`config.mk`:
```
export PLATFORM = sky130hd
export DESIGN_NAME = fpdc_tester
export DESIGN_NICKNAME = d
export VERILOG_FILES = /design/src/rtl/fpdc_pkg.sv /design/src/rtl/fpdc_field_decode.sv /design/src/rtl/fpdc_classify.sv /design/src/rtl/fpdc_mask_test.sv /design/src/rtl/fpdc_tester.sv
export SDC_FILE = /design/constraint.sdc
export NUM_CORES = 1
export LEC_CHECK = 0
export BUFFER_PORTS_ARGS = -buffer_cell sky130_fd_sc_hd__buf_2
export CAP_MARGIN = 25
export CORE_ASPECT_RATIO = 0.8
export CORE_MARGIN = 3
export CORE_UTILIZATION = 24
export DETAILED_ROUTE_END_ITERATION = 8
export PLACE_DENSITY = 0.7
export REMOVE_ABC_BUFFERS = 1
export SLEW_MARGIN = 40
export SYNTH_ARGS = -nofsm -noshare
export SYNTH_HDL_FRONTEND = slang
export SYNTH_SLANG_ARGS = --single-unit
export TNS_END_PERCENT = 100
```
`constraint.sdc`:
```
create_clock -name clk -period 4.1 [get_ports clk]
set_clock_uncertainty 0.05 [all_clocks]
set_input_delay 0.615 -clock clk [delete_from_list [all_inputs] [get_ports clk]]
set_output_delay 0.615 -clock clk [all_outputs]
set_load 0.02 [all_outputs]
```
`src/rtl/fpdc_pkg.sv`:
```
package fpdc_pkg;

    // Category code; times two gives the mask position
    typedef enum logic [2:0] {
        CAT_ZERO = 3'd0,
        CAT_NORM = 3'd1,
        CAT_SUB  = 3'd2,
        CAT_INF  = 3'd3,
        CAT_QNAN = 3'd4,
        CAT_SNAN = 3'd5
    } fp_cat_e;

    typedef struct packed {
        logic sign;
        logic exp_ones;
        logic exp_zero;
        logic frac_zero;
        logic frac_top;
    } fp_fields_t;

    typedef struct packed {
        fp_cat_e cat;
        logic    neg;
    } fp_kind_t;

    typedef struct packed {
        logic vld;
        logic hit;
    } out_stage_t;

endpackage

```
`src/rtl/fpdc_field_decode.sv`:
```
module fpdc_field_decode
    import fpdc_pkg::*;
#(
    parameter int EXP_W  = 8,
    parameter int FRAC_W = 23
) (
    input  logic [EXP_W+FRAC_W:0] bits_i,
    output fp_fields_t            fields_o
);
    localparam int SIGN_POS = EXP_W + FRAC_W;

    logic [EXP_W-1:0]  exp_field;
    logic [FRAC_W-1:0] frac_field;

    always_comb begin
        exp_field          = bits_i[SIGN_POS-1:FRAC_W];
        frac_field         = bits_i[FRAC_W-1:0];
        fields_o.sign      = bits_i[SIGN_POS];
        fields_o.exp_ones  = &exp_field;
        fields_o.exp_zero  = ~|exp_field;
        fields_o.frac_zero = ~|frac_field;
        fields_o.frac_top  = frac_field[FRAC_W-1];
    end
endmodule

```
`src/rtl/fpdc_classify.sv`:
```
module fpdc_classify
    import fpdc_pkg::*;
(
    input  fp_fields_t fields_i,
    output fp_kind_t   kind_o
);
    always_comb begin
        kind_o.neg = fields_i.sign;
        if (!fields_i.exp_zero && !fields_i.exp_ones) begin
            kind_o.cat = CAT_NORM;
        end else if (fields_i.exp_zero && fields_i.frac_zero) begin
            kind_o.cat = CAT_ZERO;
        end else if (fields_i.exp_zero) begin
            kind_o.cat = CAT_SUB;
        end else if (fields_i.frac_zero) begin
            kind_o.cat = CAT_INF;
        end else if (fields_i.frac_top) begin
            kind_o.cat = CAT_QNAN;
        end else begin
            kind_o.cat = CAT_SNAN;
        end
    end
endmodule

```
`src/rtl/fpdc_mask_test.sv`:
```
module fpdc_mask_test
    import fpdc_pkg::*;
#(
    parameter int MASK_W = 12
) (
    input  fp_kind_t          kind_i,
    input  logic [MASK_W-1:0] mask_i,
    output logic              hit_o
);
    localparam int TOP = MASK_W - 1;

    logic [MASK_W-1:0] sel;

    // Position p (= 2*category) maps to index TOP-p, or TOP-p-1 if negative
    always_comb begin
        for (int k = 0; k < MASK_W; k++) begin
            sel[k] = (k == (TOP - 2 * int'(kind_i.cat) - int'(kind_i.neg)));
        end
        hit_o = |(sel & mask_i);
    end
endmodule

```
`src/rtl/fpdc_tester.sv`:
```
module fpdc_tester
    import fpdc_pkg::*;
#(
    parameter int SP_EXP_W  = 8,
    parameter int SP_FRAC_W = 23,
    parameter int DP_EXP_W  = 11,
    parameter int DP_FRAC_W = 52,
    parameter int MASK_W    = 12
) (
    input  logic                clk,
    input  logic                rst_n,
    input  logic                in_valid,
    output logic                in_ready,
    input  logic [DP_EXP_W+DP_FRAC_W:0] in_operand,
    input  logic                in_wide,
    input  logic [MASK_W-1:0]   in_mask,
    output logic                comb_hit,
    output logic                out_valid,
    input  logic                out_ready,
    output logic                out_hit
);
    localparam int SP_W = 1 + SP_EXP_W + SP_FRAC_W;
    localparam int DP_W = 1 + DP_EXP_W + DP_FRAC_W;

    fp_fields_t fmt_fields [2];
    fp_fields_t fields_sel;
    fp_kind_t   kind;

    generate
        for (genvar g = 0; g < 2; g++) begin : g_fmt
            if (g == 0) begin : g_single
                fpdc_field_decode #(.EXP_W(SP_EXP_W), .FRAC_W(SP_FRAC_W)) u_dec (
                    .bits_i  (in_operand[SP_W-1:0]),
                    .fields_o(fmt_fields[g])
                );
            end else begin : g_double
                fpdc_field_decode #(.EXP_W(DP_EXP_W), .FRAC_W(DP_FRAC_W)) u_dec (
                    .bits_i  (in_operand[DP_W-1:0]),
                    .fields_o(fmt_fields[g])
                );
            end
        end
    endgenerate

    assign fields_sel = in_wide ? fmt_fields[1] : fmt_fields[0];

    fpdc_classify u_cls (
        .fields_i(fields_sel),
        .kind_o  (kind)
    );

    fpdc_mask_test #(.MASK_W(MASK_W)) u_msk (
        .kind_i(kind),
        .mask_i(in_mask),
        .hit_o (comb_hit)
    );

    out_stage_t st_d, st_q;
    logic       take_in;

    always_comb begin
        st_d     = st_q;
        in_ready = !st_q.vld || out_ready;
        take_in  = in_valid && in_ready;
        if (take_in) begin
            st_d.vld = 1'b1;
            st_d.hit = comb_hit;
        end else if (out_ready) begin
            st_d.vld = 1'b0;
        end
    end

    always_ff @(posedge clk) begin
        if (!rst_n) begin
            st_q <= '0;
        end else begin
            st_q <= st_d;
        end
    end

    assign out_valid = st_q.vld;
    assign out_hit   = st_q.hit;

    AST_STALL_HOLD: assert property (@(posedge clk) disable iff (!rst_n)
        out_valid && !out_ready |=> out_valid && $stable(out_hit));
    AST_ACCEPT_NEXT: assert property (@(posedge clk) disable iff (!rst_n)
        in_valid && in_ready |=> out_valid);
    AST_CAPTURE: assert property (@(posedge clk) disable iff (!rst_n)
        in_valid && in_ready |=> out_hit == $past(comb_hit));
    AST_DRAIN: assert property (@(posedge clk) disable iff (!rst_n)
        out_valid && out_ready && !in_valid |=> !out_valid);
    AST_BACKPRESSURE: assert property (@(posedge clk) disable iff (!rst_n)
        out_valid && !out_ready |-> !in_ready);
    AST_EMPTY_MASK: assert property (@(posedge clk) disable iff (!rst_n)
        in_mask == '0 |-> !comb_hit);
    AST_FULL_MASK: assert property (@(posedge clk) disable iff (!rst_n)
        &in_mask |-> comb_hit);
endmodule

```
==> flow_summary.toml, run 1 <==
[run_status]
status = "finished, final reports clean"

[grt]
grt_pass1_vias = 865
grt_max_degree = 10
grt_overflow = 0
antenna_found_initial = 0
grt_pass1_wl_um = 3170
grt_use_total_pct = 14.8

[floorplan]
io_pins = 85
die_h_um = 47.9
fp-row-count = 14
die_area_sq_mm = 0.00279
start_util_pct = 26.5
die_w_um = 58.3
core_area_sq_mm = 0.00198

[timing]
rsz0062_at_grt = "no"
tightest_slew_ns = 0.467
fin_crit_sh_pct = 92.2
tns_ns = 0
finalCriticalPeriod_ns = 3.78
max_slew_margin_pct = 68.3
hold_viol = 0
drv_slew = 0
fmax_mhz = 265
setup_viol = 0

[critical_path]
end_kind = "output pin"
worstSetupPathType = "in -> out"
r2r_setup_slack_ns = 3.17
arrival_ns = 3.12
path_cells = "buf_2, nor4_2, nand4_1, o21ai_1, and2_1, inv_1, ha_1, nor2b_1, a221oi_1, a21oi_1, nand3_1, nand3_1, or2_2, buf_2"
ff2ff_path_depth = 3
crit_path_top_delay_cell = "nor4_2"
cpPeakStageDelay_ns = 0.32
r2r-start = "out_valid"
critPathBufInv = 3
start_kind = "input pin"
reg2reg_to = "out_hit"
cp_top_family = "simple AND/OR/NAND/NOR gates"
worstPathMaxFanout = 3
cp_data_required_time_ns = 3.43

[synthesis]
ys_ff_latch = 2
ys_seq_area_share_pct = 7.62
yosys_warnings = 0
synth_area_sq_um = 526
synth_cells = 73
syn-mean-instance-area_sq_um = 7.20
yosysUniqueCellTypes = 33

[finish]
layout.nets = 244
fill_cells = 218
drive_above_1_share_pct = 60.4
multiInputGateArea_sq_um = 475
seq_area_sq_um = 40.0
syn_to_final_growth_pct = 90.2
post_layout_nonfiller_instances = 183
antennaDiodeCount = 0

[detailed_routing]
totalWireLength_um = 2220
ant_nets = 0
via_per_inst = 5.14
post_drt_wl_per_cell_um = 12.1
drt_pass1_iterations = 4
drt_drc_violations_left = 0
drt_iter0_drc = 22
vias = 941

[clock_tree]
cts_tree = "yes"
cts_max_path_buffers = 2
clock_latency_ns = 0.22
cts-root-buf = "clkbuf_4"
clk_pin_slew_ns = 0.03
cts_buffers = 3
htree_levels = 1
postCtsSetupBuffers = 0
numClockSinks = 2

[placement]
io_buffers = 84
gp_congestion = 0.650
hpwl_um = 1930
dp_cells = 180

[worst_hold_path]
hp-start = "out_valid"
min_to = "out_valid"
hold_path_depth = 2
hp-class = "reg -> reg"

[job]
max-cap-violations = 0

[power_and_ir_drop]
p_per_area_mw_per_mm2 = 138
p_leak_nw = 0.522
max-vdd-ir-drop_mv = 0.0598
[cell usage after synthesis (all sizes together)]
cell type	count	area share, %
ha	2	4.8
buf	1	2.1
o21a	1	1.4
a22o	1	1.7
nor4b	2	3.3
a22oi	1	1.4
a21boi	1	1.4
nor3	1	0.95
a21oi	2	1.9
or2	2	2.4
a21o	1	1.4
nand2b	3	3.6
nor4	13	15
and2	1	1.2
mux2	3	7.1
inv	3	2.1
a211oi	1	1.4
and4b	1	1.9
o21ai	2	1.9
o311a	1	1.9
dfxtp	2	7.6
nand3	6	5.7
or3	1	1.2
nor2	2	1.4
mux2i	2	4.5
nand2	5	3.6
a221oi	2	4.5
nor2b	2	2.4
nand4	8	9.5
[sequential cells by signal, indices dropped and copies added, names as in the netlist]
name	count
out_valid	1
out_hit	1
[area by class of cell]
cell class,count,area share [%]
multi-input cells,67,47.6
repair buffers,84,42.1
inverters,3,1.13
clock buffers,3,2.25
well taps,24,3.00
flip-flops and latches,2,4.01
[layer usage]
layer	vias to the layer above	share of wire (%)	global-route usage (%)
li1	472	-	-
met1	418	37	15.2
met2	51	53	31.8
met3	0	9.8	1.89
met4	0	0	4.17
met5	-	0	0
[through the flow]
| stage | cell area, sq um | total power, mW | worst slack, ns | utilization [%] | hold WS [ns] |
|---|---|---|---|---|---|
| global route | 1000 | 0.149 | 0.0170 | 50.5 | 0.531 |
| detailed placement | 965 | 0.0931 | 0.263 | 48.7 | 0.495 |
| CTS | 987 | 0.139 | 0.221 | 49.9 | 0.499 |
| floorplan | 514 | 0.0465 | 0.708 | - | 0.612 |
| finish | 1000 | 0.138 | 0.319 | 50.5 | 0.490 |
| global placement | 965 | 0.0910 | 0.390 | 48.7 | 0.464 |
[tightest hold or removal path, delay by kind of cell, from the launching register on]
family / cells / cell delay (ns)
AOI/OAI and AO/OA: 1 / 0.09
and+or+nand+nor: 1 / 0.10
DFF: 1 / 0.30
[where the power goes]
part	total (mW)	internal (mW)	switching [mW]
clock network	0.0439	0.0323	0.0115
registers	0.0216	0.0211	0.000547
logic	0.0726	0.0420	0.0306
[layout by cell type, fill, tap and decap left out, types with 2 or more instances in the layout]
cell / n
nand2_1: 5
ha_1: 2
nor4_1: 11
o21ai_1: 2
nand2b_1: 3
nor4b_1: 2
a21oi_1: 2
mux2_2: 2
or2_2: 2
clkbuf_4: 3
nor2_1: 2
inv_1: 3
nand3_1: 6
nor4_2: 2
dfxtp_1: 2
nor2b_1: 2
buf_2: 84
nand4_1: 8
[worst max-delay path by stage]
| stage | start | endpoint | slack [ns] | depth (start not counted) |
|---|---|---|---|---|
| 2_1_floorplan | in_operand[25] | comb_hit | 0.71 | 12 |
| 3_3_place_gp | in_operand[25] | comb_hit | 0.39 | 14 |
| 3_5_place_dp | in_operand[25] | comb_hit | 0.26 | 14 |
| 4_1_cts | in_operand[25] | comb_hit | 0.22 | 14 |
| 5_1_grt | in_operand[3] | comb_hit | 0.02 | 14 |
| 6_report | in_operand[25] | comb_hit | 0.32 | 14 |
[what timing repair did]
action | 4_1_cts | 5_1_grt
hold buffers | 0 | 0
resized for setup | 0 | 3
setup endpoints to repair | 0 | 1
[cells by family (layout without fill, tap and decap cells)]
group | Yosys count | count (layout) | synth area share (%)
and+or+nand+nor | 47 | 47 | 52.6
AOI/OAI and AO/OA | 13 | 13 | 19.0
muxes | 5 | 5 | 11.7
buffers and inverters | 4 | 90 | 4.29
adders and majority gates | 2 | 2 | 4.76
DFF | 2 | 2 | 7.62
Power figures use the tool's default switching activity.
==> run 2: changes to the inputs <==
--- a/config.mk
+++ b/config.mk
@@ -5,12 +5,15 @@
 export SDC_FILE = /design/constraint.sdc
 export NUM_CORES = 1
 export LEC_CHECK = 0
+export ABC_CLOCK_PERIOD_IN_PS = 4100
 export BUFFER_PORTS_ARGS = -buffer_cell sky130_fd_sc_hd__buf_2
 export CAP_MARGIN = 25
 export CORE_ASPECT_RATIO = 0.8
 export CORE_MARGIN = 3
 export CORE_UTILIZATION = 24
+export CTS_CLUSTER_SIZE = 30
 export DETAILED_ROUTE_END_ITERATION = 8
+export MAX_ROUTING_LAYER = met4
 export PLACE_DENSITY = 0.7
 export REMOVE_ABC_BUFFERS = 1
 export SLEW_MARGIN = 40
==> flow_summary.toml, run 2 (synthesized netlist as in run 1, its figures left out) <==
[run_status]
status = "finished, final reports clean"

[detailed_routing]
via_per_inst = 5.15
post_drt_wl_per_cell_um = 12.1
ant_nets = 0
vias = 942
drt_iter0_drc = 25
totalWireLength_um = 2220
drt_drc_violations_left = 0
drt_pass1_iterations = 4

[power_and_ir_drop]
power_switching_mw = 0.0426
pwr-share-seq_pct = 15.7
p_sw_share_pct = 30.9
internal_power_mw = 0.0954
p_comb_share_pct = 52.6
p_per_area_mw_per_mm2 = 138
clkPwrFrac_pct = 31.8
max-vdd-ir-drop_mv = 0.0598
power_mw = 0.138
p_leak_nw = 0.522

[clock_tree]
cts-root-buf = "clkbuf_4"
htree_levels = 1
cts_buffers = 3
cts_tree = "yes"
clk_pin_slew_ns = 0.03
clock_latency_ns = 0.22
numClockSinks = 2
postCtsSetupBuffers = 0
cts_max_path_buffers = 2

[grt]
grt_max_degree = 10
grt_overflow = 0
grt_pass1_vias = 865
grt_use_total_pct = 15.3
grt_pass1_wl_um = 3170
antenna_found_initial = 0

[floorplan]
die_w_um = 58.3
die_area_sq_mm = 0.00279
start_util_pct = 26.5
die_h_um = 47.9
fp-row-count = 14
io_pins = 85
core_area_sq_mm = 0.00198

[placement]
io_buffers = 84
dp_cells = 180
post-place-ws_ns = 0.263
hpwl_um = 1930
gp_congestion = 0.656
place_area_sq_um = 965

[critical_path]
r2r-start = "out_valid"
worstSetupPathType = "in -> out"
critPathCapture = "comb_hit"
worstPathMaxFanout = 3
end_kind = "output pin"
r2r_setup_slack_ns = 3.17
reg2reg_to = "out_hit"
crit_start = "in_operand[25]"
ff2ff_path_depth = 3
arrival_ns = 3.12
start_kind = "input pin"
cp_data_required_time_ns = 3.43

[timing]
hold_viol = 0
setup_ws_ns = 0.315
max_slew_margin_pct = 68.3
rsz0062_at_grt = "no"
hold_slack_ns = 0.490
fmax_mhz = 264
drv_slew = 0
finalCriticalPeriod_ns = 3.79
tns_ns = 0
tightest_slew_ns = 0.467
fin_crit_sh_pct = 92.3
setup_viol = 0

[finish]
drive_above_1_share_pct = 60.4
final_common_cell = "buf_2"
multiInputGateArea_sq_um = 475
antennaDiodeCount = 0
fin_area_sq_um = 1000
syn_to_final_growth_pct = 90.2
post_layout_nonfiller_instances = 183
layout.nets = 244
utilization_pct = 50.5
mostFrequentLayoutCells = "84 x buf_2, 11 x nor4_1, 8 x nand4_1, 6 x nand3_1, 5 x nand2_1"
seq_area_sq_um = 40.0
fill_cells = 218

[worst_hold_path]
hp-start = "out_valid"
hp-class = "reg -> reg"

[job]
max-cap-violations = 0
[run 2: cell counts in the layout (fill, tap and decap cells not counted)]
No cell type changed its count.
[run 2: worst min-delay path by stage]
stage | endpoint | slack (ns) | depth (start not counted)
after global placement | out_valid | 0.46 | 2
after CTS | out_valid | 0.50 | 2
after floorplan | out_hit | 0.61 | 2
after detailed placement | out_valid | 0.49 | 2
final | out_valid | 0.49 | 2
after global routing | out_valid | 0.53 | 2
[run 2: cell type report]
class                           instances  share of cell area, %
Multi-Input combinational cell         67                   47.6
Timing Repair Buffer                   84                   42.1
Sequential cell                         2                   4.01
Tap cell                               24                   3.00
Clock buffer                            3                   2.25
Inverter                                3                   1.13
[run 2: worst max-delay path, stage by stage]
cell	delay (ns)
buf_2	0.11
nor4_2	0.33
nand4_1	0.14
o21ai_1	0.19
and2_1	0.17
inv_1	0.05
ha_1	0.29
nor2b_1	0.16
a221oi_1	0.28
a21oi_1	0.09
nand3_1	0.11
nand3_1	0.11
or2_2	0.31
buf_2	0.16
[run 2: repair_timing]
item,4_1_cts,5_1_grt
hold buffers,0,0
endpoints found under the setup margin,0,1
endpoints found under the hold margin,0,0
resized for setup,0,3
[run 2: power by group through the flow]
| stage | Sequential (mW) | Combinational (mW) | Clock (mW) |
|---|---|---|---|
| after floorplan | 0.0238 | 0.0226 | 0 |
| after global placement | 0.0218 | 0.0692 | 0 |
| after detailed placement | 0.0220 | 0.0711 | 0 |
| after CTS | 0.0216 | 0.0716 | 0.0457 |
| after global routing | 0.0217 | 0.0805 | 0.0463 |
| final | 0.0216 | 0.0726 | 0.0439 |
[run 2: routing by layer]
layer	track usage, %	wire, um
met5	-	0
met4	4.17	0
met3	1.89	218
met2	31.8	1180
met1	15.2	813
